`src/rtl/pwr_mode_ctrl.sv`:
```
module pwr_mode_ctrl #(
  parameter int TICKS_PER_MS = 32
) (
  input  logic       clk,
  input  logic       rst_n,
  input  logic       reg_wr,
  input  logic       reg_addr,
  input  logic [7:0] reg_wdata,
  output logic [7:0] ctl_q,
  output logic [7:0] ctl2_q,
  input  logic       tick_32k,
  input  logic       dev_hit,
  input  logic       wake_evt,
  input  logic       key_detect,
  input  logic       key_valid,
  input  logic       key_invalid,
  output logic [1:0] pwr_state,
  output logic       rc_osc_en,
  output logic       osc32_en,
  output logic       ext32_sel,
  output logic       gpio_clk_en,
  output logic       kpc_clk_en,
  output logic       pwm_clk_en,
  output logic       io_hi_off,
  output logic       soft_rst_o
);

  localparam int LIM_MAX = 1024 * TICKS_PER_MS;
  localparam int CW      = $clog2(LIM_MAX + 1);
  localparam logic [7:0] CTL_RST = 8'h0F;

  typedef enum logic [1:0] {ST_OP = 2'd0, ST_SLP = 2'd1, ST_HIB = 2'd2, ST_KEY = 2'd3} st_t;

  st_t          st;
  logic [CW-1:0] cnt;
  logic [10:0]  ms;
  logic [31:0]  lim32;
  logic [CW-1:0] lim;
  logic         as_on, as_fire, bus_ok;

  assign ms      = (ctl2_q[2:0] == 3'd0) ? 11'd4 : (11'd8 << ctl2_q[2:0]);
  assign lim32   = {21'd0, ms} * 32'(TICKS_PER_MS);
  assign lim     = lim32[CW-1:0];
  assign as_on   = (st == ST_OP) && ctl2_q[3];
  assign as_fire = as_on && !dev_hit && tick_32k && (cnt >= lim - 1'b1);
  assign bus_ok  = reg_wr && (st == ST_OP);

  assign soft_rst_o  = ctl_q[7];
  assign pwr_state   = (st == ST_KEY) ? ST_SLP : st;
  assign rc_osc_en   = (st == ST_OP);
  assign osc32_en    = (st != ST_HIB);
  assign ext32_sel   = ctl_q[6];
  assign gpio_clk_en = ctl_q[3] && osc32_en;
  assign kpc_clk_en  = ctl_q[1] && osc32_en;
  assign pwm_clk_en  = ctl_q[0] && osc32_en;
  assign io_hi_off   = ctl2_q[4];

  always_ff @(posedge clk or negedge rst_n) begin
    if (!rst_n) begin
      ctl_q  <= CTL_RST;
      ctl2_q <= 8'h00;
      st     <= ST_OP;
      cnt    <= '0;
    end else if (ctl_q[7]) begin
      ctl_q  <= CTL_RST;
      ctl2_q <= 8'h00;
      st     <= ST_OP;
      cnt    <= '0;
    end else begin
      if (bus_ok && !reg_addr) ctl_q  <= {reg_wdata[7:3], 1'b1, reg_wdata[1:0]};
      if (bus_ok &&  reg_addr) ctl2_q <= {3'b000, reg_wdata[4:0]};

      if (!as_on || dev_hit || as_fire) cnt <= '0;
      else if (tick_32k)                cnt <= cnt + 1'b1;

      unique case (st)
        ST_OP: begin
          if (ctl_q[5]) begin
            st       <= ST_HIB;
            ctl_q[5] <= 1'b0;
            ctl_q[4] <= 1'b0;
          end else if (ctl_q[4]) begin
            st       <= ST_SLP;
            ctl_q[4] <= 1'b0;
          end else if (as_fire) begin
            st <= ST_SLP;
          end
        end
        ST_SLP: if (dev_hit || wake_evt) st <= ST_OP;
        ST_HIB: begin
          if (dev_hit)         st <= ST_OP;
          else if (key_detect) st <= ST_KEY;
        end
        ST_KEY: begin
          if (dev_hit)          st <= ST_OP;
          else if (key_invalid) st <= ST_HIB;
          else if (key_valid)   st <= ST_SLP;
        end
        default: st <= ST_OP;
      endcase
    end
  end

  p_soft_restore_r11: assert property (@(posedge clk) disable iff (!rst_n)
    soft_rst_o |=> (ctl_q == CTL_RST && ctl2_q == 8'h00 && pwr_state == 2'b00 && !soft_rst_o));

  p_sleep_clear_r3: assert property (@(posedge clk) disable iff (!rst_n)
    (st == ST_OP && !ctl_q[7] && !ctl_q[5] && ctl_q[4]) |=> (st == ST_SLP && !ctl_q[4]));

  p_wake_r4: assert property (@(posedge clk) disable iff (!rst_n)
    (st == ST_SLP && !ctl_q[7] && (dev_hit || wake_evt)) |=> (st == ST_OP));

  p_hib_dark_r5: assert property (@(posedge clk) disable iff (!rst_n)
    (pwr_state == 2'b10) |-> !(rc_osc_en || osc32_en || gpio_clk_en || kpc_clk_en || pwm_clk_en));

  p_hib_exit_r6: assert property (@(posedge clk) disable iff (!rst_n)
    (st == ST_HIB && !dev_hit && !ctl_q[7]) |=> (st != ST_OP));

  p_key_fail_r7: assert property (@(posedge clk) disable iff (!rst_n)
    (st == ST_KEY && !dev_hit && key_invalid && !ctl_q[7]) |=> (st == ST_HIB));

  p_cnt_bound_r9: assert property (@(posedge clk) disable iff (!rst_n)
    (32'(cnt) < LIM_MAX));

  p_no_write_r10: assert property (@(posedge clk) disable iff (!rst_n)
    (st != ST_OP && !ctl_q[7]) |=> $stable(ctl2_q));

endmodule

```
`config.mk`:
```
export PLATFORM = sky130hd
export DESIGN_NAME = pwr_mode_ctrl
export DESIGN_NICKNAME = d
export VERILOG_FILES = /design/src/rtl/pwr_mode_ctrl.sv
export SDC_FILE = /design/constraint.sdc
export NUM_CORES = 1
export LEC_CHECK = 0
export ABC_CLOCK_PERIOD_IN_PS = 2800
export CAP_MARGIN = 40
export CORE_UTILIZATION = 50
export CTS_CLUSTER_DIAMETER = 150
export DETAILED_ROUTE_END_ITERATION = 7
export PLACE_DENSITY = 0.8
export RECOVER_POWER = 25
export SYNTH_ARGS = -nofsm -noshare
export SYNTH_HDL_FRONTEND = slang
export SYNTH_SLANG_ARGS = --single-unit
```
`constraint.sdc`:
```
create_clock -name clk -period 2.8 [get_ports clk]
set_input_delay 0.42 -clock clk [delete_from_list [all_inputs] [get_ports clk]]
set_output_delay 0.42 -clock clk [all_outputs]
set_load 0.1 [all_outputs]
```
==> impl_metrics.json, run 1 <==
{
  "final_hold_viol_count": 0,
  "synthToLayoutAreaGrowth_pct": 25.7,
  "floorplan.initialDensity_pct": 52.3,
  "min_period_over_period_pct": 89.3,
  "die_x_microns": 64.1,
  "hp-class": "reg2reg",
  "vias": 1740,
  "ir_drop_mv": 0.835,
  "yosysTopAreaCellShare_pct": 35.0,
  "fp.dieH_microns": 64.1,
  "ys_types": 45,
  "cts.sinks": 31,
  "grt_pass1_wl_microns": 7500,
  "cts_hold_buf": 0,
  "ys_seq_elements": 31,
  "rsz0062_at_grt": "no",
  "p_leak_uw": 0.00104,
  "port_buffers": 40,
  "pwr-share-comb_pct": 60.1,
  "synth-edff-count": 0,
  "design.die.area_sq_mm": 0.00411,
  "synth_area_sq_mm": 0.00193,
  "yosysWarnings": 0,
  "cts_buffers": 5,
  "maxSlewHeadroom_pct": 49.1,
  "final_max_slew_viol_count": 0,
  "cts_htree_levels": 2,
  "met3_usage_pct": 5.36,
  "critical_path_required_ns": 3.01,
  "wl_per_cell_microns": 14.1,
  "clockBufferDepth": 2,
  "netlist_instances": 214,
  "grtUsageTotal_pct": 23.6,
  "grt-busiest-layer": "met2",
  "yosys-top-cells-area": "dfrtp_1 35%, ha_1 6.5%, dfstp_2 5.4%",
  "crit_path_end_kind": "flip-flop",
  "grtUsageMet2_pct": 36.6,
  "cts_resized": 0,
  "post_cts_buffers": 0,
  "layout-drive-gt1-share_pct": 19.1,
  "antenna_found_initial": 0,
  "grt_start_max_net_pins": 19,
  "tightest_slew_ns": 0.760,
  "yosysTopAreaCell": "dfrtp_1",
  "grt_pass1_vias": 1617,
  "io-pin-count": 44,
  "finalSetupViolations": 0,
  "critPathLaunchType": "flip-flop",
  "grt.overflow.total": 0,
  "antenna_cells": 0,
  "avgSynthCellArea_sq_um": 9.02,
  "core_sq_mm": 0.00369,
  "vias_per_cell": 5.72,
  "pre_cts_slack_ns": 0.228,
  "clock_power_share_pct": 16.1,
  "clkLatencyLatePin_ns": 0.28,
  "layout_setup_ws_ns": 0.300,
  "yosysMostFrequentCell": "dfrtp_1",
  "final_nets": 283,
  "drcViolationCount": 0,
  "p_per_area_mw_per_mm2": 1160,
  "crit_fanout": 8,
  "drt_iter0_drc": 85,
  "switching_share_pct": 56.8,
  "status": "complete, no violations",
  "drtPass1Iterations": 4,
  "synthFlopType": "dfrtp_1",
  "power_switching_uw": 1600,
  "dpl_cell_area_sq_mm": 0.00231,
  "place_hpwl_microns": 3210,
  "pwr-share-seq_pct": 23.8,
  "internal-power_uw": 1220,
  "row_count": 22,
  "synth-async-reset-ratio_pct": 100,
  "root_buffer": "clkbuf_8",
  "final_area_sq_mm": 0.00243,
  "synth_common_cells": "27 x dfrtp_1, 23 x nand2_1, 14 x nor2_1",
  "ant_nets": 0,
  "fin_skew_ns": 0.00782,
  "grt.met1_usage_pct": 32.4,
  "path_clk_slew_ns": 0.07,
  "routed_wl_microns": 4280,
  "seq_area_frac_synth_pct": 40.5,
  "fin_crit_ns": 2.50,
  "maxCapViolCount": 0,
  "crit_type": "reg2reg",
  "gp_congestion": 0.799,
  "cts_tree": "done",
  "max_freq_ghz": 0.400,
  "setup_tns_ns": 0,
  "arrival_ns": 2.71
}
## area by class of cell
| cell class | count | area (sq um) |
|---|---|---|
| fill | 311 | 1260 |
| multi-input combinational | 158 | 1020 |
| sequential | 31 | 783 |
| timing repair buffer | 49 | 407 |
| clock buffer | 6 | 82.6 |
| tap | 48 | 60.1 |
| inverter | 10 | 37.5 |
| clock inverter | 2 | 35.0 |
## state kept, by name, summed over array words and instances, names as in the netlist
| register | count |
|---|---|
| ctl2_q | 5 |
| ctl_q | 8 |
| st | 2 |
| cnt | 16 |
## final timing paths
kind | start | endpoint | slack, ns | depth (start not counted)
min in group asynchronous | rst_n | cnt[15]$_DFFE_PN0P_ | 0.65 | 1
max in group asynchronous | rst_n | cnt[5]$_DFFE_PN0P_ | 1.42 | 2
worst max-delay path | ctl2_q[1]$_DFFE_PN0P_ | cnt[11]$_DFFE_PN0P_ | 0.30 | 7
worst min-delay path | ctl2_q[4]$_DFFE_PN0P_ | ctl2_q[4]$_DFFE_PN0P_ | 0.57 | 2
worst max register to register | ctl2_q[1]$_DFFE_PN0P_ | cnt[11]$_DFFE_PN0P_ | 0.30 | 7
worst min register to register | ctl2_q[4]$_DFFE_PN0P_ | ctl2_q[4]$_DFFE_PN0P_ | 0.57 | 2
## routing by layer
metal	part of all wire (%)	vias up	routed length, microns
li1	-	867	-
met1	47	825	2010
met2	50	46	2120
met3	2.8	2	120
met4	0.68	0	29
met5	0	-	0
## power groups by stage
stage | Sequential, uW | Clock [uW] | Combinational [uW]
after floorplan | 1180 | 0 | 873
final | 672 | 454 | 1700
after global placement | 677 | 0 | 1680
after CTS | 675 | 462 | 1700
after global routing | 686 | 485 | 1770
after detailed placement | 682 | 0 | 1700
## critical path: stages (launching register included)
cell and delay, ns:
dfrtp_2 0.46, nor2_1 0.12, ha_1 0.24, a211oi_1 0.32, o21ai_0 0.20, a2111o_1 0.49
or4_1 0.51, nand3_1 0.10
## cells in the final DEF, fill, tap and decap left out, types with 2 or more instances in the layout
cell type / instances
nand2_1: 23
nor3b_1: 2
nor2b_1: 4
and2_1: 3
a31oi_1: 2
conb_1: 4
and4_1: 2
nand4_1: 13
or3_1: 7
clkbuf_8: 6
o311ai_0: 5
a21oi_1: 8
nand3_1: 11
and3_1: 2
or4_1: 3
a211o_1: 3
buf_4: 31
inv_1: 10
dfstp_2: 4
dfrtp_2: 2
a211oi_1: 3
nor3_1: 3
clkdlybuf4s50_1: 16
nor2_1: 14
o311ai_1: 2
mux2i_1: 8
ha_1: 10
or2_2: 2
dfrtp_1: 25
o21ai_0: 8
nand2b_1: 2
## kinds of logic after synthesis
group / synth area share (%)
adder cells (fa/ha/maj): 6.49
multiplexers: 4.73
buffers and inverters: 7.00
other: 0.389
AND/OR/NAND/NOR: 27.1
AO/OA/AOI/OAI: 13.8
flip-flops: 40.5
## through the flow
| step | hold slack (ns) | util, % | cells | power (uW) |
|---|---|---|---|---|
| 2_1_floorplan | 0.124 | - | 216 | 2060 |
| 3_3_place_gp | 0.529 | 62.8 | 296 | 2360 |
| 3_5_place_dp | 0.556 | 62.8 | 296 | 2380 |
| 4_1_cts | 0.572 | 65.9 | 304 | 2840 |
| 5_1_grt | 0.608 | 65.8 | 304 | 2940 |
| 6_report | 0.566 | 65.8 | 304 | 2820 |
Power figures use the tool's default switching activity.
==> run 2: changes to the inputs <==
CORE_UTILIZATION = 40   (was 50)
PLACE_DENSITY = 0.66   (was 0.8)
==> impl_metrics.json, run 2 (synthesis results as in run 1) <==
{
  "status": "finished with violations",
  "violations": "max-capacitance violations, max-slew violations",
  "post_cts_buffers": 0,
  "die_x_microns": 71.5,
  "floorplan.initialDensity_pct": 42.8,
  "drt_iter0_drc": 70,
  "critical_path_required_ns": 3.00,
  "pwr-share-seq_pct": 24.4,
  "power_switching_uw": 1600,
  "place_hpwl_microns": 3180,
  "switching_share_pct": 58.1,
  "clockBufferDepth": 2,
  "hp-class": "reg2reg",
  "routed_wl_microns": 4410,
  "internal-power_uw": 1160,
  "critPathLaunchType": "flip-flop",
  "setup_tns_ns": 0,
  "clock_power_share_pct": 14.2,
  "vias": 1694,
  "cts_resized": 0,
  "grtUsageTotal_pct": 19.2,
  "layout.area.seq_sq_um": 783,
  "p_per_area_mw_per_mm2": 1140,
  "synthToLayoutAreaGrowth_pct": 25.2,
  "min_period_over_period_pct": 90.7,
  "fin_skew_ns": 0.00191,
  "drtPass1Iterations": 4,
  "tightest_slew_ns": 1.69,
  "multi_input_area_sq_mm": 0.00103,
  "max_freq_ghz": 0.394,
  "grt_pass1_vias": 1578,
  "row_count": 24,
  "maxSlewHeadroom_pct": -12.4,
  "layout-drive-gt1-share_pct": 19.2,
  "final_nets": 282,
  "final_util_pct": 53.6,
  "crit_path_end_kind": "flip-flop",
  "fillers": 433,
  "final_common_cell": "buf_4",
  "ant_nets": 0,
  "wl_per_cell_microns": 14.4,
  "io-pin-count": 44,
  "vias_per_cell": 5.52,
  "crit_type": "reg2reg",
  "drcViolationCount": 0,
  "finalSetupViolations": 0,
  "antenna_cells": 0,
  "p_leak_uw": 0.00103,
  "antenna_found_initial": 0,
  "regMostFlops": "cnt",
  "dpl_cell_area_sq_mm": 0.00232,
  "path_clk_slew_ns": 0.06,
  "grt_pass1_wl_microns": 7510,
  "clkLatencyLatePin_ns": 0.29,
  "fp.dieH_microns": 71.5,
  "cts_tree": "done",
  "rsz0062_at_grt": "no",
  "crit_fanout": 8,
  "cts_htree_levels": 2,
  "layout_common_cells": "30 x buf_4, 25 x dfrtp_1, 23 x nand2_1",
  "largest_register_ff_count": 16,
  "port_buffers": 40,
  "root_buffer": "clkbuf_8",
  "cts_buffers": 5,
  "grt.overflow.total": 0,
  "final_area_sq_mm": 0.00241,
  "gp_congestion": 0.780,
  "pwr-share-comb_pct": 61.3,
  "core_sq_mm": 0.00450,
  "maxCapViolCount": 1,
  "final_max_slew_viol_count": 32,
  "design.die.area_sq_mm": 0.00511,
  "grt_start_max_net_pins": 32,
  "final_hold_viol_count": 0,
  "cts.sinks": 31,
  "fin_crit_ns": 2.54,
  "reg_top3": "cnt (16), ctl_q (8), ctl2_q (5)",
  "cts_hold_buf": 0,
  "arrival_ns": 2.74,
  "ir_drop_mv": 0.841
}
run 2: cell count changes in the layout (fill, tap and decap cells not counted), sizes merged:
| cell | before | now |
|---|---|---|
| bufinv | 1 | 0 |
| buf | 31 | 30 |
| clkbuf | 7 | 9 |
| clkinv | 1 | 0 |
run 2: cell type report:
type	instances	share of cell area, %
tap	52	2.69
sequential	31	32.4
clock buffer	8	4.15
timing repair buffer	48	16.5
inverter	10	1.55
multi-input combinational	158	42.6
run 2: through the flow:
step                setup WS, ns  hold slack (ns)  instances  power [uW]
global placement           0.150            0.541        299        2370
CTS                        0.252            0.534        307        2790
floorplan                0.00664            0.124        216        2060
detailed placement         0.107            0.543        299        2380
finish                     0.261            0.558        307        2760
global route               0.108            0.597        307        2890
run 2: worst paths after layout:
| check | to | cells after the start | slack (ns) | start |
|---|---|---|---|---|
| max | cnt[9]$_DFFE_PN0P_ | 8 | 0.26 | ctl2_q[1]$_DFFE_PN0P_ |
| min | ctl2_q[4]$_DFFE_PN0P_ | 2 | 0.56 | ctl2_q[4]$_DFFE_PN0P_ |
| max reg2reg | cnt[9]$_DFFE_PN0P_ | 8 | 0.26 | ctl2_q[1]$_DFFE_PN0P_ |
| min reg2reg | ctl2_q[4]$_DFFE_PN0P_ | 2 | 0.56 | ctl2_q[4]$_DFFE_PN0P_ |
| max in group asynchronous | ctl2_q[2]$_DFFE_PN0P_ | 2 | 0.60 | rst_n |
| min in group asynchronous | cnt[3]$_DFFE_PN0P_ | 2 | 1.10 | rst_n |
run 2: worst max-delay path, stage by stage (launching register included):
cell	delay [ns]
dfrtp_2	0.46
nor3_1	0.34
ha_1	0.30
o21ai_0	0.15
a211oi_1	0.12
a2111o_1	0.47
buf_4	0.19
or3_1	0.33
o21ai_0	0.09
run 2: power groups by stage:
| stage | clock (uW) | combinational, uW | sequential, uW |
|---|---|---|---|
| 2_1_floorplan | 0 | 873 | 1180 |
| 3_3_place_gp | 0 | 1700 | 677 |
| 3_5_place_dp | 0 | 1700 | 680 |
| 4_1_cts | 411 | 1700 | 674 |
| 5_1_grt | 426 | 1770 | 693 |
| 6_report | 393 | 1690 | 674 |
run 2: metal layers:
metal	track usage, %	vias to the layer above	wire, microns
met5	0	-	0
met4	9.37	0	85
met3	4.50	4	129
met2	29.5	29	2030
met1	25.6	800	2160
li1	-	861	-
